$ cat config.mk
export PLATFORM = sky130hd
export DESIGN_NAME = sense_barrier
export DESIGN_NICKNAME = d
export VERILOG_FILES = /design/src/rtl/sense_barrier.sv
export SDC_FILE = /design/constraint.sdc
export NUM_CORES = 1
export LEC_CHECK = 0
export ABC_CLOCK_PERIOD_IN_PS = 6100
export BUFFER_PORTS_ARGS = -buffer_cell sky130_fd_sc_hd__buf_2
export CAP_MARGIN = 20
export CORE_ASPECT_RATIO = 1.4
export CORE_MARGIN = 4
export CORE_UTILIZATION = 23
export CTS_CLUSTER_DIAMETER = 200
export DETAILED_ROUTE_END_ITERATION = 10
export GPL_ROUTABILITY_DRIVEN = 0
export GPL_TIMING_DRIVEN = 0
export PLACE_DENSITY_LB_ADDON = 0.25
export SLEW_MARGIN = 5
export SYNTH_ARGS = -nofsm -noshare
export SYNTH_HDL_FRONTEND = slang
export SYNTH_SLANG_ARGS = --single-unit
$ cat constraint.sdc
create_clock -name clk -period 6.1 [get_ports clk]
set_clock_uncertainty 0.05 [all_clocks]
set_input_delay 0.915 -clock clk [delete_from_list [all_inputs] [get_ports clk]]
set_output_delay 0.915 -clock clk [all_outputs]
set_load 0.005 [all_outputs]
$ cat src/rtl/sense_barrier.sv
module sense_barrier #(
  parameter int P = 4,
  localparam int CW = $clog2(P + 1)
) (
  input  logic          clk,
  input  logic          rst_n,
  input  logic [P-1:0]  arrive,
  input  logic [P-1:0]  local_phase,
  output logic [P-1:0]  release_o,
  output logic [P-1:0]  proto_err,
  output logic          phase_o,
  output logic [CW-1:0] count_o
);

  localparam logic [CW-1:0] FULL = CW'(P);

  logic [CW-1:0] count_q;
  logic          phase_q;
  logic [P-1:0]  seen_q;
  logic [P-1:0]  accepted;
  logic [CW-1:0] n_acc;
  logic          done;

  assign accepted  = arrive & ~seen_q;
  assign proto_err = arrive & seen_q;

  always_comb begin
    n_acc = '0;
    for (int i = 0; i < P; i++) n_acc = n_acc + CW'(accepted[i]);
  end

  assign done = (n_acc == count_q);

  always_ff @(posedge clk) begin
    if (!rst_n) begin
      count_q <= FULL;
      phase_q <= 1'b0;
      seen_q  <= '0;
    end else if (done) begin
      count_q <= FULL;
      phase_q <= ~phase_q;
      seen_q  <= '0;
    end else begin
      count_q <= count_q - n_acc;
      seen_q  <= seen_q | accepted;
    end
  end

  assign release_o = ~(local_phase ^ {P{phase_q}});
  assign phase_o   = phase_q;
  assign count_o   = count_q;


  partial_dec_chk: assert property (@(posedge clk) disable iff (!rst_n)
    (CW'($countones(arrive & ~proto_err)) < count_q)
      |=> count_q == $past(count_q) - CW'($countones($past(arrive & ~proto_err))));


  count_range_chk: assert property (@(posedge clk) disable iff (!rst_n)
    count_q != '0 && count_q <= FULL);


  flip_reload_chk: assert property (@(posedge clk) disable iff (!rst_n)
    !$stable(phase_q) |-> count_q == FULL);


  repeat_ignored_chk: assert property (@(posedge clk) disable iff (!rst_n)
    (arrive != '0 && arrive == proto_err) |=> ($stable(count_q) && $stable(phase_q)));

endmodule

==> Word-level counts from Yosys, hierarchy flattened <==
Cells that the tools add are included.
{ "classes": {"addsub": 4, "eq_ne": 1, "n_bitwise": 8, "n_reduce_logical": 1} }
{ "op_table": {"columns": ["operator", "count"], "rows": [
  ["$and 4x4->4", 2],
  ["$not 4->4", 2],
  ["$or 4x4->4", 1],
  ["$xor 4x4->4", 1],
  ["$add 2x1->3", 1],
  ["$add 3x1->3", 1],
  ["$eq 3x3->1", 1],
  ["$sub 3x3->3", 1],
  ["$add 1x1->2", 1],
  ["$not 1->1", 2],
  ["$reduce_or 2->1", 1]
]} }
{ "totals": {"reg_bits": 8, "in_bits": 10, "out_inout_bits": 12, "word_cells": 17} }

==> Depth between registers and ports, before layout <==
Gate-level depths: netlist (run 1).
{ "depth": {"depth_word": 7, "mapped_depth": 10, "mapped_depth_nobuf": 10} }

==> Worst setup path after synthesis (run 1) <==
Ideal clock, no wire load.
{ "synth_path": {"kind": "input port to flip-flop", "from": "in arrive[0]", "to": "reg phase_q (netlist: phase_o)", "setup_ns": 0.070, "arrival_time_ns": 2.803, "t_required_ns": 5.980, "path_slack_ns": 3.178, "stages": 10, "n_path_buf": 0, "path_cell_list": "nand2b_1 -> fa_1 -> inv_1 -> ha_1 -> ha_1 -> inv_1 -> ha_1 -> nand2_1 -> or3_1 -> a21boi_1"} }
{ "synth_between": {"elab_chain_len": 5} }
{ "synth_rtl": {"columns": ["item", "line", "rtl"], "rows": [
  ["start, declared", "7", "input logic [P-1:0] arrive,"],
  ["$and 4x4->4", "24", "assign accepted = arrive & ~seen_q;"],
  ["$add 1x1->2", "29", "for (int i = 0; i < P; i++) n_acc = n_acc + CW'(accepted[i]);"],
  ["$add 2x1->3", "29", null],
  ["$add 3x1->3", "29", null],
  ["$eq 3x3->1", "32", "assign done = (n_acc == count_q);"],
  ["end signal, assigned", "41", "phase_q <= ~phase_q;"],
  ["end, declared", "18", "logic phase_q;"]
]} }
Every way passes these cells.
A chain may end at the register's enable or synchronous reset.

==> Final worst setup path (run 1) <==
{ "layout_path": {"from": "in arrive[0]", "to": "reg count_q[2] (netlist: count_o[2])"} }
{ "layout_between": {"elab_chain_len": 6, "word_cells_on_any_way": 7, "classes_between": "add/sub (4); eq/ne (1); bitwise (1); reduce/logical (1)"} }
{ "layout_rtl": {"columns": ["item", "line", "rtl"], "rows": [
  ["$and 4x4->4 *", "24", null],
  ["$add 1x1->2 *", "29", null],
  ["$add 2x1->3 *", "29", null],
  ["$add 3x1->3 *", "29", null],
  ["branches (longest 2 deep; another with $sub 3x3->3)", null, null],
  ["end signal, assigned", "44", "count_q <= count_q - n_acc;"],
  ["end, declared", "17", "logic [CW-1:0] count_q;"]
]} }
Mark *: on every way between the ends.

==> key figures, run 1 <==
Status
  • Outcome: finished, final reports clean

Final layout
  • Multi-input logic area: 267 sq um
  • Finished Core Util: 33.4%
  • Area Overhead vs Synth: 34.0%
  • Commonest non-fill, non-tap cell in the layout: buf_2
  • Fin nets: 92
  • Seq. cell area: approximately 160 sq um
  • Most frequent cells in the layout: buf_2, nor2_1, dfxtp_1, inv_1, xnor2_1
  • # diodes: 0
  • Post-Layout Inst Area: between 600 and 700 sq um
  • Fill count: around 210
  • Non-Filler Instances: 94
  • Share of cells above drive strength 1: between 30% and 40%

Clocking
  • H-tree depth: 1
  • Hold_buf cts: 0
  • Number of gates resized after cts: 0
  • Maximum clock path buffer count: 2
  • Clock buffer count from CTS: 3
  • Postcts setup bufs: 0
  • Skew-Pair Late Insertion Delay: between 0.2 and 0.3 ns
  • Clock-pin slew on the worst setup and hold paths: roughly 0.06 ns
  • Clock net sink count: 8
  • CTS root buffer: clkbuf_4
  • CTS tree: built

Floorplan
  • Die X-Extent: between 40 and 50 um
  • CORE AREA: approximately 0.0018 sq mm
  • Die Y: between 60 and 70 um
  • Die area: ~0.0027 sq mm
  • Site Rows: 18
  • IO Count: 22
  • Initial Util: approximately a quarter

Timing
  • Final Hold Viols: 0
  • Final min period: between 2 and 3 ns
  • Final Cycle Share: 48.6%
  • Max Slew Vio Count: 0
  • F_max: 0.338 GHz
  • Slew at the pin closest to its max-slew limit: roughly 0.47 ns
  • Final setup vio count: 0
  • Rel. slew slack: between 60% and 70%
  • Final setup margin: 3.14 ns
  • Setup_tns: 0 ns
  • Unrepaired setup endpoints after global routing: false

Global routing
  • Antenna violations before repair: 0
  • Largest net degree at the start of global routing: 7
  • Vias in the first global route: approximately 350
  • Global-route wire length before repair: 1340 um
  • GRT Overall Usage: between 7 and 8%
  • Grt ovf: 0

Place
  • Setup WS pre-CTS: roughly 2.9 ns
  • Detail Placement HPWL: around 740 um
  • # placed instances: between 90 and 100
  • Placed Instance Area: slightly below 600 sq um
  • # port buffers: 21

Power and ir drop
  • PD cells: slightly above 400 mW/mm^2
  • Leakage: ~0.00030 uW
  • Maximum VDD drop: around 0.00017 V

Setup path
  • WP data arrival: between 3 and 4 ns
  • Worst path required time: about 6.3 ns
  • Crit Path Class: in2reg
  • Worst setup EP type: flip-flop
  • Max Fanout on Critical Path: 6
  • Critical Path Start Type: input pin

Detailed routing
  • Pre-antenna DRT Iters: 1
  • Vias per std cell: 4.09
  • DR iter-0 viols: 0
  • Via count: 384
  • WL/cell: between 9 and 10 um
  • DRC Markers: 0
  • Routed Antenna Nets: 0
  • Final wirelength: 888 um

Yosys
  • Synth Cell Area: 449 sq um
  • Sequential-to-total area share from yosys stat: a little over a third
  • Ys Warns: 0
  • Yosys reg bits: 8
  • Synth Net Count: 66
  • Syn avg cell area: around 9 sq um
  • Distinct cell type count after synthesis: 16
  • Syn Inst Count: 50

Job
  • Max capacitance violation total: 0

Hold path
  • Hold crit path type: reg2reg
## per-layer routing
metal | routed length [um] | global-route usage (%) | up-vias
met4 | 34 | 6.28 | 0
met5 | 0 | 0 | -
li1 | - | - | 203
met2 | 425 | 10.1 | 18
met3 | 86 | 3.31 | 4
met1 | 342 | 7.75 | 159
## cells in the mapped netlist (all sizes together)
| cell type | n | area share [%] |
|---|---|---|
| a21boi | 1 | 1.7 |
| nand2 | 1 | 0.83 |
| or3 | 1 | 1.4 |
| xnor2 | 5 | 9.7 |
| inv | 5 | 4.2 |
| fa | 2 | 8.9 |
| o21ai | 2 | 2.2 |
| dfxtp | 8 | 36 |
| nand2b | 4 | 5.6 |
| xor2 | 1 | 2.0 |
| and2 | 4 | 5.6 |
| nor2b | 2 | 2.8 |
| nor2 | 9 | 7.5 |
| clkbuf | 1 | 0.83 |
| ha | 4 | 11 |
## state kept, by name, indices dropped and copies added (netlist names)
register / cells
count_o: 3
seen_q: 4
phase_o: 1
## layout make-up
type	instances	share of cell area (%)
Multi-Input combinational cell	36	44.3
Sequential cell	8	26.6
Timing Repair Buffer	21	17.5
Tap cell	20	4.16
Clock buffer	3	3.74
Inverter	5	3.12
Buffer	1	0.624
## critical path, cell delays in order
cell and delay (ns):
buf_2 0.09, nand2b_1 0.08, fa_1 0.54, inv_1 0.04, ha_1 0.19, ha_1 0.31, inv_1 0.05, ha_1 0.27
nand2_1 0.07, o21ai_1 0.39, nand2b_1 0.17
## logic make-up after synthesis
family | synth area share (%)
AND/OR/NAND/NOR | 23.7
flip-flops | 35.7
AO/OA/AOI/OAI | 3.90
XOR/XNOR | 11.7
buffers and inverters | 5.01
adder cells (fa/ha/maj) | 20.1
## path summary, 6_finish.rpt
path	end	cells after the start	from	slack, ns
worst min register to register	seen_q[0]	2	seen_q[0]	0.43
worst min-delay path	seen_q[0]	2	seen_q[0]	0.43
worst max-delay path	count_o[2]	11	arrive[0]	3.14
worst max register to register	count_o[2]	10	seen_q[0]	3.49
## per-stage QoR
stage / power (uW) / hold slack, ns
after floorplan: 163 / 0.389
after CTS: 249 / 0.430
final: 244 / 0.426
after global routing: 268 / 0.454
after detailed placement: 206 / 0.420
after global placement: 203 / 0.403
## power by group
group	leakage [uW]	internal [uW]	total (uW)	switching (uW)
Clock	0.0000138	22.6	41.9	19.3
Combinational	0.000224	61.7	123	61.3
Sequential	0.0000666	69.5	78.7	9.27
Total	0.000304	154	244	89.9
(Power assumes the default switching activity.)
==> run 2, diff against run 1 <==
--- a/config.mk
+++ b/config.mk
@@ -5,7 +5,8 @@
 export SDC_FILE = /design/constraint.sdc
 export NUM_CORES = 1
 export LEC_CHECK = 0
-export ABC_CLOCK_PERIOD_IN_PS = 6100
+export ABC_AREA = 1
+export ABC_CLOCK_PERIOD_IN_PS = 2800
 export BUFFER_PORTS_ARGS = -buffer_cell sky130_fd_sc_hd__buf_2
 export CAP_MARGIN = 20
 export CORE_ASPECT_RATIO = 1.4
==> constraint.sdc (replaced) <==
create_clock -name clk -period 2.8 [get_ports clk]
set_clock_uncertainty 0.05 [all_clocks]
set_input_delay 0.42 -clock clk [delete_from_list [all_inputs] [get_ports clk]]
set_output_delay 0.42 -clock clk [all_outputs]
set_load 0.005 [all_outputs]
==> key figures, run 2 <==
Hold path
  • Hold crit path type: in2reg (was reg2reg)

Final layout
  • Area Overhead vs Synth: 29.7% (was 34.0%)
  • Commonest non-fill, non-tap cell in the layout: buf_2 (unchanged)
  • Finished Core Util: 31.1% (was 33.4%)
  • Fin nets: 109 (was 92)
  • Share of cells above drive strength 1: 40.7% (was 32.4%)
  • Largest register FFs: 4 (unchanged)
  • Most frequent cells in the layout: buf_2, inv_1, nand2_1, dfxtp_1 (was buf_2, nor2_1, dfxtp_1, inv_1, xnor2_1)
  • # diodes: 0 (unchanged)
  • Top reg by flops: seen_q (unchanged)

Clocking
  • CTS tree: built (unchanged)
  • H-tree depth: 1 (unchanged)
  • Hold_buf cts: 0 (unchanged)
  • Postcts setup bufs: 0 (unchanged)
  • Maximum clock path buffer count: 2 (unchanged)
  • Clock-pin slew on the worst setup and hold paths: 0.05 ns (was 0.06 ns)
  • Clock buffer count from CTS: 3 (unchanged)
  • Number of gates resized after cts: 0 (unchanged)
  • CTS root buffer: clkbuf_4 (unchanged)
  • Skew-Pair Late Insertion Delay: 0.25 ns (was 0.26 ns)
  • Clock net sink count: 8 (unchanged)

Yosys
  • Synth Cell Area: 522 sq um (was 449 sq um)
  • Syn avg cell area: 7.79 sq um (was 8.98 sq um)
  • Most frequent cell after synthesis: inv_1 (was nor2_1)
  • Top_reg_cell synth: dfxtp_1 (unchanged)
  • Sequential-to-total area share from yosys stat: 30.7% (was 35.7%)
  • Ys Warns: 0 (unchanged)
  • Yosys reg bits: 8 (unchanged)
  • Yosys top cell by area: dfxtp_1 (unchanged)
  • Synth top cells by count: inv_1, nand2_1, dfxtp_1 (was nor2_1, dfxtp_1, inv_1, xnor2_1)
  • Post-synth top area share: 30.7% (was 35.7%)
  • Syn Inst Count: 67 (was 50)
  • Distinct cell type count after synthesis: 16 (unchanged)
  • Synth Net Count: 83 (was 66)
  • Synth top area cells: dfxtp_1, inv_1, ha_1 (was dfxtp_1, ha_1, xnor2_1)
  • Synth async-reset ratio: 0% (unchanged)
  • Number of synthesized flops with an enable pin: 0 (unchanged)

Timing
  • Worst Hold Margin: 0.367 ns (was 0.426 ns)
  • Max Slew Vio Count: 0 (unchanged)
  • Final Cycle Share: around 85%
  • Setup_tns: 0 ns (unchanged)
  • Rel. slew slack: 90.6% (was 68.4%)
  • Unrepaired setup endpoints after global routing: false (unchanged)
  • Slew at the pin closest to its max-slew limit: 0.141 ns (was 0.470 ns)
  • F_max: approximately 0.42 GHz
  • Final min period: 2.38 ns
  • Final Hold Viols: 0 (unchanged)
  • Final setup vio count: 0 (unchanged)

Detailed routing
  • DRC Markers: 0 (unchanged)
  • Vias per std cell: 4.03 (was 4.09)
  • DR iter-0 viols: 1 (was 0)
  • Final wirelength: 927 um (was 888 um)
  • Routed Antenna Nets: 0 (unchanged)
  • Via count: 455 (was 384)
  • Pre-antenna DRT Iters: 2 (was 1)
  • WL/cell: 8.20 um (was 9.45 um)

Setup path
  • Critical Path Start Type: flip-flop (was input pin)
  • Crit Path Class: reg2reg (was in2reg)
  • Worst path required time: 2.94 ns (was 6.25 ns)
  • Worst setup EP type: flip-flop (unchanged)
  • Max Fanout on Critical Path: 6 (unchanged)
  • WP data arrival: 2.51 ns (was 3.12 ns)

Global routing
  • Antenna violations before repair: 0 (unchanged)
  • Largest net degree at the start of global routing: 7 (unchanged)
  • Global-route wire length before repair: 1640 um (was 1340 um)
  • GRT Overall Usage: 7.64% (was 7.15%)
  • Grt ovf: 0 (unchanged)
  • Vias in the first global route: 456 (was 349)

Floorplan
  • CORE AREA: 0.00218 sq mm (was 0.00180 sq mm)
  • Die X-Extent: 48.3 um (was 45.4 um)
  • Site Rows: 20 (was 18)
  • Die area: 0.00311 sq mm (was 0.00273 sq mm)
  • IO Count: 22 (unchanged)
  • Initial Util: 24.0% (was 24.9%)
  • Die Y: 64.4 um (was 60.3 um)

Power and ir drop
  • PD cells: 887 mW/mm^2 (was 405 mW/mm^2)
  • Total Power: 601 uW (was 244 uW)
  • Leakage: 0.000396 uW (was 0.000304 uW)
  • Maximum VDD drop: 0.000336 V (was 0.000167 V)

Status
  • Outcome: finished, final reports clean (unchanged)

Job
  • Max capacitance violation total: 0 (unchanged)

Place
  • Detail Placement HPWL: 792 um (was 738 um)
  • # port buffers: 21 (unchanged)
run 2: cell count changes after synthesis, sizes merged, moves of 2 or more:
cell    delta
inv       +11
nor2b      -2
nand2b     -4
nand3      +2
nor2       +3
nand2     +14
and2       -4
o21ai      -2
run 2: logic make-up (layout without fill, tap and decap cells):
family	Yosys count	after routing	share of synthesized area [%]
buffers and inverters	18	42	14.1
XOR/XNOR	4	4	6.71
AO/OA/AOI/OAI	1	1	0.958
adder cells (fa/ha/maj)	6	6	17.3
AND/OR/NAND/NOR	30	30	30.2
flip-flops	8	8	30.7
run 2: stage by stage:
stage                     cells  worst slack [ns]  instance area, sq um
final                       113             0.425                   677
after global routing        113             0.267                   677
after CTS                   113             0.387                   677
after detailed placement    110             0.233                   654
after global placement      110             0.243                   654
after floorplan              67             0.452                   522
run 2: area by class of cell:
class | count | area (sq um)
fillers | 246 | 1500
multi-input cells | 41 | 288
flip-flops and latches | 8 | 160
repair buffers | 21 | 105
inverters | 17 | 68.8
well taps | 22 | 27.5
clock buffers | 3 | 22.5
plain buffers | 1 | 5.00
run 2: path summary, 6_finish.rpt:
path           endpoint  depth (start not counted)  slack (ns)  startpoint
max reg2reg  count_o[0]                         13        0.42   seen_q[0]
max          count_o[0]                         13        0.42   seen_q[0]
min          count_o[2]                          2        0.37       rst_n
min reg2reg   seen_q[3]                          2        0.46   seen_q[3]
run 2: report_power, final:
part / internal [uW] / total [uW] / leakage (uW) / switching [uW]
Combinational: 154 / 343 / 0.000315 / 188
Clock: 48.9 / 85.7 / 0.0000138 / 36.8
Sequential: 151 / 172 / 0.0000666 / 21.1
Total: 354 / 601 / 0.000396 / 246
run 2: worst max-delay path: stages, from the launching register on:
cell and delay (ns):
dfxtp_1 0.31, inv_1 0.05, nand2_1 0.07, fa_1 0.54, inv_1 0.04, ha_1 0.19, ha_1 0.31, inv_1 0.05
ha_1 0.27, nand2_1 0.12, clkinv_4 0.07, nand2_4 0.08, nand2_4 0.08, nor2_2 0.08
run 2: layer usage:
layer	GRT usage, %	vias up	wire length (um)
met2	12.4	17	469
met1	7.13	195	364
met5	0	-	0
li1	-	241	-
met4	5.05	0	10
met3	3.38	2	82
